### src/rtl/fbc_pkg.sv
package fbc_pkg;

  localparam int NUM_CNT = 2;

  typedef enum logic [2:0] {
    ADDR_INST = 3'd0,
    ADDR_DATA = 3'd1,
    ADDR_CMP  = 3'd2,
    ADDR_CTRL = 3'd3,
    ADDR_STAT = 3'd4,
    ADDR_CLR  = 3'd5
  } addr_e;

  typedef struct packed {
    logic [NUM_CNT-1:0] wrCnt;
    logic               wrCmp;
    logic               wrCtrl;
    logic               clrFlag;
  } strobe_t;

endpackage

### src/rtl/fbc_ctrl.sv
module fbc_ctrl
  import fbc_pkg::*;
#(
  parameter int CNT_W = 32
) (
  input  logic             regWrEn,
  input  logic [2:0]       regAddr,
  input  logic [CNT_W-1:0] regWrData,
  input  logic [CNT_W-1:0] instCnt,
  input  logic [CNT_W-1:0] dataCnt,
  input  logic [CNT_W-1:0] cmpVal,
  input  logic             srcSel,
  input  logic             irqEn,
  input  logic             flag,
  output strobe_t          strb,
  output logic [CNT_W-1:0] regRdData
);

  always_comb begin
    strb = '0;
    if (regWrEn) begin
      unique case (regAddr)
        ADDR_INST: strb.wrCnt[0] = 1'b1;
        ADDR_DATA: strb.wrCnt[1] = 1'b1;
        ADDR_CMP:  strb.wrCmp    = 1'b1;
        ADDR_CTRL: strb.wrCtrl   = 1'b1;
        ADDR_CLR:  strb.clrFlag  = regWrData[0];
        default:   strb = '0;
      endcase
    end
  end

  always_comb begin
    regRdData = '0;
    unique case (regAddr)
      ADDR_INST: regRdData = instCnt;
      ADDR_DATA: regRdData = dataCnt;
      ADDR_CMP:  regRdData = cmpVal;
      ADDR_CTRL: regRdData[1:0] = {irqEn, srcSel};
      ADDR_STAT: regRdData[0] = flag;
      default:   regRdData = '0;
    endcase
  end

endmodule

### src/rtl/fbc_datapath.sv
module fbc_datapath
  import fbc_pkg::*;
#(
  parameter int CNT_W = 32
) (
  input  logic             clk,
  input  logic             rst,
  input  logic [NUM_CNT-1:0] fetch,
  input  strobe_t          strb,
  input  logic [CNT_W-1:0] wrValue,
  output logic [CNT_W-1:0] instCnt,
  output logic [CNT_W-1:0] dataCnt,
  output logic [CNT_W-1:0] cmpVal,
  output logic             srcSel,
  output logic             irqEn,
  output logic             flag,
  output logic             irqOut
);

  logic [CNT_W-1:0] cnt [NUM_CNT];
  logic             eqPrev;
  logic             eqNow;
  logic             matchPulse;

  for (genvar i = 0; i < NUM_CNT; i++) begin : g_cnt
    always_ff @(posedge clk) begin
      if (rst)                 cnt[i] <= '0;
      else if (strb.wrCnt[i])  cnt[i] <= wrValue;
      else if (fetch[i])       cnt[i] <= cnt[i] + 1'b1;
    end


    wr_wins_chk: assert property (@(posedge clk) disable iff (rst)
      strb.wrCnt[i] |=> cnt[i] == $past(wrValue));


    inc_wrap_chk: assert property (@(posedge clk) disable iff (rst)
      fetch[i] && !strb.wrCnt[i] |=> cnt[i] == $past(cnt[i]) + 1'b1);
  end

  assign instCnt = cnt[0];
  assign dataCnt = cnt[1];

  always_ff @(posedge clk) begin
    if (rst) begin
      cmpVal <= '0;
      srcSel <= 1'b0;
      irqEn  <= 1'b0;
    end else begin
      if (strb.wrCmp)  cmpVal <= wrValue;
      if (strb.wrCtrl) {irqEn, srcSel} <= wrValue[1:0];
    end
  end

  assign eqNow      = (srcSel ? cnt[1] : cnt[0]) == cmpVal;
  assign matchPulse = eqNow && !eqPrev;

  always_ff @(posedge clk) begin
    if (rst) begin
      eqPrev <= 1'b1;
      flag   <= 1'b0;
    end else begin
      eqPrev <= eqNow;
      if (matchPulse)        flag <= 1'b1;
      else if (strb.clrFlag) flag <= 1'b0;
    end
  end

  assign irqOut = flag && irqEn;


  flag_sticky_chk: assert property (@(posedge clk) disable iff (rst)
    flag && !strb.clrFlag |=> flag);


  set_over_clr_chk: assert property (@(posedge clk) disable iff (rst)
    matchPulse |=> flag);


  irq_needs_flag_chk: assert property (@(posedge clk) disable iff (rst)
    !flag |-> !irqOut);

endmodule

### src/rtl/fetch_bench_counters.sv
module fetch_bench_counters
  import fbc_pkg::*;
#(
  parameter int CNT_W = 32
) (
  input  logic             clk,
  input  logic             rst,
  input  logic             fetchInst,
  input  logic             fetchData,
  input  logic             regWrEn,
  input  logic [2:0]       regAddr,
  input  logic [CNT_W-1:0] regWrData,
  output logic [CNT_W-1:0] regRdData,
  output logic             irqOut
);

  strobe_t          strb;
  logic [CNT_W-1:0] instCnt;
  logic [CNT_W-1:0] dataCnt;
  logic [CNT_W-1:0] cmpVal;
  logic             srcSel;
  logic             irqEn;
  logic             flag;

  fbc_ctrl #(.CNT_W(CNT_W)) ctrl_i (
    .regWrEn   (regWrEn),
    .regAddr   (regAddr),
    .regWrData (regWrData),
    .instCnt   (instCnt),
    .dataCnt   (dataCnt),
    .cmpVal    (cmpVal),
    .srcSel    (srcSel),
    .irqEn     (irqEn),
    .flag      (flag),
    .strb      (strb),
    .regRdData (regRdData)
  );

  fbc_datapath #(.CNT_W(CNT_W)) dp_i (
    .clk     (clk),
    .rst     (rst),
    .fetch   ({fetchData, fetchInst}),
    .strb    (strb),
    .wrValue (regWrData),
    .instCnt (instCnt),
    .dataCnt (dataCnt),
    .cmpVal  (cmpVal),
    .srcSel  (srcSel),
    .irqEn   (irqEn),
    .flag    (flag),
    .irqOut  (irqOut)
  );

endmodule

### config.mk
export PLATFORM = sky130hd
export DESIGN_NAME = fetch_bench_counters
export DESIGN_NICKNAME = d
export VERILOG_FILES = /design/src/rtl/fbc_pkg.sv /design/src/rtl/fbc_ctrl.sv /design/src/rtl/fbc_datapath.sv /design/src/rtl/fetch_bench_counters.sv
export SDC_FILE = /design/constraint.sdc
export NUM_CORES = 1
export LEC_CHECK = 0
export BUFFER_PORTS_ARGS = -buffer_cell sky130_fd_sc_hd__clkbuf_2
export CAP_MARGIN = 0
export CORE_MARGIN = 1
export CORE_UTILIZATION = 60
export CTS_CLUSTER_SIZE = 12
export DETAILED_ROUTE_END_ITERATION = 12
export PLACE_DENSITY_LB_ADDON = 0.08
export SETUP_SLACK_MARGIN = 0.05
export SLEW_MARGIN = 20
export SYNTH_ARGS = -nofsm -noshare
export SYNTH_HDL_FRONTEND = slang
export SYNTH_SLANG_ARGS = --single-unit
export TNS_END_PERCENT = 10
### constraint.sdc
create_clock -name clk -period 2.82 [get_ports clk]
set_input_delay 0 -clock clk [delete_from_list [all_inputs] [get_ports clk]]
set_output_delay 0 -clock clk [all_outputs]
set_load 0.02 [all_outputs]
# == After elaboration in Yosys (flattened, before gate mapping) ==
# Memory sizes are Yosys's and may differ from the RTL's.
# Index checks and enable logic that the tools add are counted.
# word_totals
ff_bits,36
ramBits,64
in_bits,40
output_inout_bits,33
word_cells,55
memories,1
# op_classes
addsub,2
eq_ne,6
mux,32
n_bitwise,4
reduce_logical,5
# memory_table
memory,words,width,read_ports,rd_clocked_by_memory_dff,write_ports,line_no,rtl
dp_i.cnt,2,32,2,0,2,fbc_datapath.sv:20,logic [CNT_W-1:0] cnt [NUM_CNT];
# ops
operator,count
32-bit 2-to-1 mux,5
30-bit one-hot mux with 3 select lines,1
32-bit by 1-bit adder with 32-bit output (second input constant),2
32-bit == test,1
1-bit 2-to-1 mux,23
3-bit by 2-bit == test with 1-bit output (second input constant),2
3-bit == test (second input constant),2
5-bit 2-to-1 mux,1
1-bit one-hot mux with 5 select lines,1
1-bit OR,4
1-bit one-hot mux with 4 select lines,1
3-bit by 1-bit == test with 1-bit output (second input constant),1
3-bit zero test,1
1-bit logical AND,2
2-bit nonzero test,1
1-bit zero test,1

# == Longest topological paths before layout ==
# Gate-level depths: netlist of run 1.
# logic_depth
depth_word,8
mapped_depth,8

# == Modules after synthesis ==
# From an unflattened synthesis of run 1, not the netlist that was laid out.
# unflattened
cells_unflattened,754
hier_area_um2,6979.2
# by_module_without_submodules
mod,instances,cells_each,area_each_um2,seq_area_each_um2
fbc_datapath,1,603,5915.7,2642.5
fbc_ctrl,1,151,1063.5,0.0

# == Worst setup path before layout of run 1 ==
# OpenSTA, ideal clock, no wires.
# synth_timing
path_type,register to register
startpoint,memory dp_i.cnt[1][0]
endpoint,memory dp_i.cnt[1][30] (data pin)
setup_ns,0.261
arrival_time_ns,1.776
required_ns,2.559
path_slack_ns,0.784
stages_incl_launch_ff,8
period_less_slack_ns,2.036
path_cell_list,edfxtp_1 -> ha_1 -> and2_1 -> buf_2 -> nand3_4 -> nor4_4 -> a41oi_1 -> a221o_1
# synth_rtl
item,line_no
start: declaration,fbc_datapath.sv:20

==> results.py, run 1 <==
metrics = {
    "sta": {
        "finalSetupViolCount": 0,
        "rsz0062_at_grt": "no",
        "setup_tns_ns": 0,
        "slew_violations": 0,
        "worst_slew_pin_slew_ns": 0.9089,
        "hold_viol_final": 0,
        "max_freq_ghz": 0.4368,
        "finalCritPeriodShare_pct": 81.19,
        "finalCriticalPeriod_ns": 2.290,
        "relSlewSlack_pct": 39.28,
        "finClkSkew_ns": 0.009000,
    },
    "clocking": {
        "cts_made_buffers": 9,
        "clkTransAtPathRegs_ns": 0.07,
        "clock_sinks": 100,
        "cts_setup_buffers": 0,
        "cts_max_level": 3,
        "clk_path_buf_depth": 2,
        "clk-insertion-delay-late_ns": 0.35,
        "ctsResizeCount": 0,
        "cts_tree": "yes",
        "cts-root-buf": "clkbuf_16",
    },
    "yosys": {
        "synth-edff-count": 64,
        "synthDistinctLibCells": 55,
        "synthTopCellsByArea": "edfxtp_1, dfxtp_1, mux2i_1, xnor2_1, nand2_1",
        "synth.net_count": 844,
        "synth_top_area_share_pct": 28.08,
        "postSynthAreaPerCell_um2": 8.534,
        "synth_area_leader_cell": "edfxtp_1",
        "synth-seq-cells": 100,
        "synthArstFlopShare_pct": 0,
        "ys_seq_area_share_pct": 38.61,
        "syn_area_mm2": 0.006844,
        "ys.flop_type": "edfxtp_1",
        "synth_cells": 802,
        "yosysWarnings": 0,
    },
    "worst_setup_path": {
        "critPathKind": "reg2reg",
        "start_kind": "register",
        "crit_fanout": 10,
        "critPathCaptureType": "register",
        "worstPathRequired_ns": 2.93,
        "r2r_slack_ns": 0.53,
        "crit_arrival_ns": 2.40,
    },
    "floorplan": {
        "start_util_pct": 62.31,
        "die_area_mm2": 0.01184,
        "dieWidth_um": 108.8,
        "core_region_area_mm2": 0.01098,
        "die_y_um": 108.8,
        "row_count": 38,
        "pin_count": 73,
    },
    "final_layout": {
        "mostFrequentLayoutCell": "nand2_1",
        "fin_util_pct": 72.41,
        "area_growth_pct": 16.20,
        "nFillCells": 866,
        "drive_above_1_share_pct": 15.06,
        "final_cell_mix": "nand2_1, nor2_1, a21oi_1",
        "diodes": 0,
        "multi_input_comb_area_mm2": 0.003918,
        "seq_area_mm2": 0.002644,
        "nets": 927,
        "design_area_mm2": 0.007953,
    },
    "power_and_ir_drop": {
        "vdd_drop_max_uv": 279.2,
        "pwr_density_cell_mw_per_mm2": 447.1,
        "leakagePower_nw": 2.837,
    },
    "grt": {
        "grt_pass1_wl_um": 32310,
        "grt_use_met1_pct": 52.36,
        "grt.met3_usage_pct": 7.173,
        "grt_overflow": 0,
        "grt_max_degree": 33,
        "grt_pass1_vias": 5833,
        "grt_antenna_before_repair": 0,
        "grt-busiest-layer": "met2",
        "grt_use_met2_pct": 56.28,
        "grtUsageTotal_pct": 37.12,
    },
    "status": {
        "status": "finished, final reports clean",
    },
    "placed_design": {
        "dp_hpwl_um": 14510,
        "place_area_mm2": 0.007350,
        "gp_congestion": 0.9254,
        "io_buffers": 72,
    },
    "route": {
        "dr.pass1.iters": 5,
        "drcViolationCount": 0,
        "vias": 6586,
        "antenna_left": 0,
        "vias_per_cell": 6.394,
        "routedWlPerCell_um": 20.75,
        "drt_wl_total_um": 21370,
        "drtIter0Drc": 779,
    },
    "job": {
        "cap_viol_max_count": 0,
    },
    "worst_hold_path": {
        "hold_path_class": "in2reg",
    },
}
-- stage by stage --
stage	power, mW	setup slack, ns	hold WS, ns	std cells
2_1_floorplan	2.113	0.7836	0.1360	802
3_3_place_gp	2.310	0.6414	0.2538	982
6_report	3.556	0.5305	0.02389	1030
3_5_place_dp	2.325	0.5441	0.2658	982
4_1_cts	3.539	0.5349	0.01466	1030
5_1_grt	3.667	0.3704	0.02419	1030
-- layer usage --
layer | up-vias | routed length [um]
met1 | 3136 | 8765
met4 | 0 | 536
met5 | - | 0
met3 | 42 | 2477
li1 | 2991 | -
met2 | 417 | 9589
-- Yosys cell counts, types with 17 or more instances --
master      n
nor2_1     82
xor2_1     17
xnor2_1    66
o21ai_0    38
clkbuf_1   35
dfxtp_1    36
nand2_1   141
a21oi_1    73
edfxtp_1   64
nor4_1     20
mux2i_1    65
-- cell type report --
type                            count  share of cell area (%)
Inverter                           10                  0.4720
Clock inverter                      1                 0.06293
Timing Repair Buffer              131                   11.26
Tap cell                          140                   2.203
Multi-Input combinational cell    633                   49.26
Clock buffer                       15                   3.493
Sequential cell                   100                   33.24
-- power breakdown --
group | switching [mW] | internal [mW] | total [mW]
clock | 0.535 | 0.672 | 1.21
sequential | 0.132 | 1.65 | 1.78
combinational | 0.329 | 0.238 | 0.567
-- kinds of logic (layout without fill, tap and decap cells) --
family / count (synthesis) / count (layout) / synth area share [%]
xor+xnor: 83 / 83 / 10.62
flops: 100 / 100 / 38.61
simple gates: 336 / 336 / 24.08
mux: 66 / 66 / 9.835
compound gates: 146 / 146 / 12.08
buf+inv: 69 / 157 / 4.406
fa+ha+maj: 2 / 2 / 0.3656
-- registers in the layout (all words and copies together) (netlist names) --
| signal | cells |
|---|---|
| dp_i.flag | 1 |
| dp_i.irqEn | 1 |
| dp_i.cmpVal | 32 |
| dp_i.cnt | 64 |
| dp_i.srcSel | 1 |
| dp_i.eqPrev | 1 |
-- worst max-delay path, cell delays in order (launching register included) --
cell and delay (ns):
edfxtp_1 0.46, ha_1 0.21, and2_1 0.25, nand3_4 0.19, nor4_4 0.47, a41oi_1 0.18
a221o_1 0.28
-- timing repair --
item | 4_1_cts | 5_1_grt
hold endpoints to repair | 67 | 0
endpoints found under the setup margin | 0 | 0
hold buffers | 32 | 0
-- path summary, 6_finish.rpt --
| path | from | endpoint | depth (start not counted) |
|---|---|---|---|
| setup / recovery | dp_i.cnt[1][0] | dp_i.cnt[1][30] | 6 |
| hold / removal | fetchInst | dp_i.cnt[0][1] | 2 |
| setup reg to reg | dp_i.cnt[1][0] | dp_i.cnt[1][30] | 6 |
| hold reg to reg | dp_i.eqPrev | dp_i.flag | 1 |
(Power assumes the default switching activity.)
==> run 2, diff against run 1 <==
ABC_AREA = 1   (was unset)
CORE_UTILIZATION = 55   (was 60)
clock period = 2.1 ns   (was 2.82 ns; I/O delays follow)
==> run 2 against run 1 <==
  * Maximum frequency rose by 15%
  * First-iteration DRC count increased by 59%
  * Combinational power increased by 89%
  * Non-clock buffer count rose by 10
  * Routed wire length increased by 22%
  * Core utilization fell by 4.8 points
  * Sequential share of layout area is 2.5 points lower
  * Hold slack worse by 0.011 ns
  * Largest power group unchanged
==> results.py, run 2 <==
metrics = {
    "yosys": {
        "synth_top_area_share_pct": 26.58,
        "synthTopCellsByArea": "edfxtp_1, nand2_1, dfxtp_1, inv_1, o21ai_0",
        "ys.flop_type": "edfxtp_1",
        "postSynthAreaPerCell_um2": 6.700,
        "synth-seq-cells": 100,
        "synth_area_leader_cell": "edfxtp_1",
        "synth-edff-count": 64,
        "synthAdderAreaFrac_pct": 0.3461,
        "synth_top_family_by_area": "simple AND/OR/NAND/NOR gates",
        "synth-compound-area-share_pct": 17.76,
        "ys_seq_area_share_pct": 36.55,
        "synth_cells": 1079,
        "synth-simple-area-share_pct": 31.39,
        "synthDistinctLibCells": 43,
        "synth_xor_area_share_pct": 2.908,
        "synthArstFlopShare_pct": 0,
        "synth.net_count": 1121,
        "yosysWarnings": 0,
        "synth.most_common_cell": "nand2_1",
        "synth_mux_area_share_pct": 0,
        "ys_top_cells_by_count": "nand2_1, inv_1, o21ai_0",
        "syn_area_mm2": 0.007229,
    },
    "sta": {
        "finalSetupViolCount": 0,
        "hold_viol_final": 0,
        "relSlewSlack_pct": 50.66,
        "finalCritPeriodShare_pct": 94.51,
        "finalCriticalPeriod_ns": 1.985,
        "worst_slew_pin_slew_ns": 0.7392,
        "setup_tns_ns": 0,
        "rsz0062_at_grt": "yes",
        "finClkSkew_ns": 0.01015,
        "max_freq_ghz": 0.5038,
        "slew_violations": 0,
        "whs_ns": 0.01262,
    },
    "worst_setup_path": {
        "crit_family": "simple AND/OR/NAND/NOR gates",
        "critPathKind": "reg2reg",
        "worstPathRequired_ns": 2.21,
        "crit_fanout": 5,
        "slowest_delay_ns": 0.47,
        "crit_arrival_ns": 2.10,
        "critPathCaptureType": "register",
        "critPathBufInv": 1,
        "cp_cell_sequence": "nand2_1 -> nor2_1 -> nand4_1 -> nor2_2 -> nand2_1 -> nand2_1 -> nand3_1 -> o211ai_1 -> inv_1",
        "start_kind": "register",
        "slowest_stage": "edfxtp_1",
        "crit_path_frequent_cell": "nand2_1",
    },
    "placed_design": {
        "dp.cells": 1323,
        "io_buffers": 72,
        "gp_congestion": 0.9823,
        "dp_hpwl_um": 19140,
    },
    "power_and_ir_drop": {
        "p_sw_share_pct": 32.85,
        "p_total_mw": 5.073,
        "pwr-share-comb_pct": 21.0,
        "leakagePower_nw": 3.806,
        "seq_power_share_pct": 47.2,
        "vdd_drop_max_uv": 473.6,
        "p_switching_mw": 1.666,
        "p_clk_share_pct": 31.8,
        "pwr_density_cell_mw_per_mm2": 589.7,
        "p_int_mw": 3.406,
    },
    "grt": {
        "grt_max_degree": 36,
        "grt_overflow": 0,
        "grt_pass1_vias": 7162,
        "grtUsageTotal_pct": 39.20,
        "grt_antenna_before_repair": 0,
        "grt_pass1_wl_um": 38660,
    },
    "floorplan": {
        "dieWidth_um": 116.7,
        "core_region_area_mm2": 0.01272,
        "row_count": 41,
        "start_util_pct": 56.83,
        "pin_count": 73,
        "die_area_mm2": 0.01361,
        "die_y_um": 116.7,
    },
    "worst_hold_path": {
        "hold_path_class": "in2reg",
    },
    "final_layout": {
        "nFillCells": 1176,
        "mostFrequentLayoutCell": "nand2_1",
        "fin_util_pct": 67.61,
        "nets": 1235,
        "largest-register": "dp_i.cnt",
        "fin_cells": 1370,
        "final_cell_mix": "nand2_1, inv_1, o21ai_0",
        "largest_registers": "dp_i.cnt: 64 flops, dp_i.cmpVal: 32 flops",
        "seq_area_mm2": 0.002643,
        "diodes": 0,
        "area_growth_pct": 18.99,
        "multi_input_comb_area_mm2": 0.003862,
        "largest_register_ffs": 64,
        "drive_above_1_share_pct": 14.44,
    },
    "route": {
        "vias_per_cell": 5.930,
        "drcViolationCount": 0,
        "routedWlPerCell_um": 19.00,
        "antenna_left": 0,
        "drt_wl_total_um": 26030,
        "dr.pass1.iters": 8,
        "vias": 8124,
        "drtIter0Drc": 1235,
    },
    "clocking": {
        "cts_tree": "yes",
        "cts_made_buffers": 9,
        "clk_path_buf_depth": 2,
        "cts_max_level": 3,
        "clock_sinks": 100,
        "cts-root-buf": "clkbuf_16",
        "clk-insertion-delay-late_ns": 0.36,
        "clkTransAtPathRegs_ns": 0.08,
    },
    "job": {
        "cap_viol_max_count": 0,
    },
    "status": {
        "status": "finished, final reports clean",
    },
}
## run 2: path summary, 6_finish.rpt
check,start,endpoint,slack (ns),cells past startpoint
max,dp_i.cnt[1][4],dp_i.cnt[1][31],0.12,9
min,regWrData[25],dp_i.cnt[0][25],0.01,3
max reg2reg,dp_i.cnt[1][4],dp_i.cnt[1][31],0.12,9
min reg2reg,dp_i.cmpVal[29],dp_i.cmpVal[29],0.49,2
## run 2: stage by stage
step,cell area [um^2],worst slack (ns)
6_report,8602,0.1152
4_1_cts,8469,0.05195
3_5_place_dp,7961,0.05238
5_1_grt,8602,-0.03905
2_1_floorplan,7229,0.2855
3_3_place_gp,7961,0.09430
## run 2: cell type report
class	instances	share of cell area [%]
clock buffers	10	2.662
multi-input cells	776	44.90
well taps	172	2.502
repair buffers	141	11.53
flip-flops and latches	100	30.72
clock inverters	6	0.4509
inverters	165	7.229
## run 2: routing by layer
layer  global-route usage (%)  vias to the layer above  part of all wire [%]
met2                    58.86                      553                    43
met3                    8.822                       93                    12
met1                    54.48                     3673                    40
met5                        0                        -                     0
met4                    16.20                        0                   4.9
li1                         -                     3805                     -
## run 2: worst min-delay path, cell delays in order
cell	delay (ns)
clkbuf_2	0.15
nand2_1	0.07
nand2_1	0.05
## run 2: logic make-up (layout without fill, tap and decap cells)
kind of cell / after synthesis / count (layout)
xor gates and xnor gates: 24 / 24
and+or+nand+nor: 532 / 532
adders and majority gates: 2 / 2
DFF: 100 / 100
buffers and inverters: 203 / 322
AOI/OAI and AO/OA: 218 / 218
## run 2: timing repair
item                       4_1_cts  5_1_grt
hold endpoints to repair        26        0
setup buffers                    0        7
hold buffers                    24        0
resized for setup                0       21
setup endpoints to repair        0       27
## run 2: power by group through the flow
stage / sequential [mW] / combinational (mW) / clock [mW]
floorplan: 2.39 / 0.604 / 0
global placement: 2.42 / 0.971 / 0
detailed placement: 2.43 / 0.979 / 0
CTS: 2.38 / 1.02 / 1.61
global route: 2.41 / 1.16 / 1.68
finish: 2.39 / 1.07 / 1.61
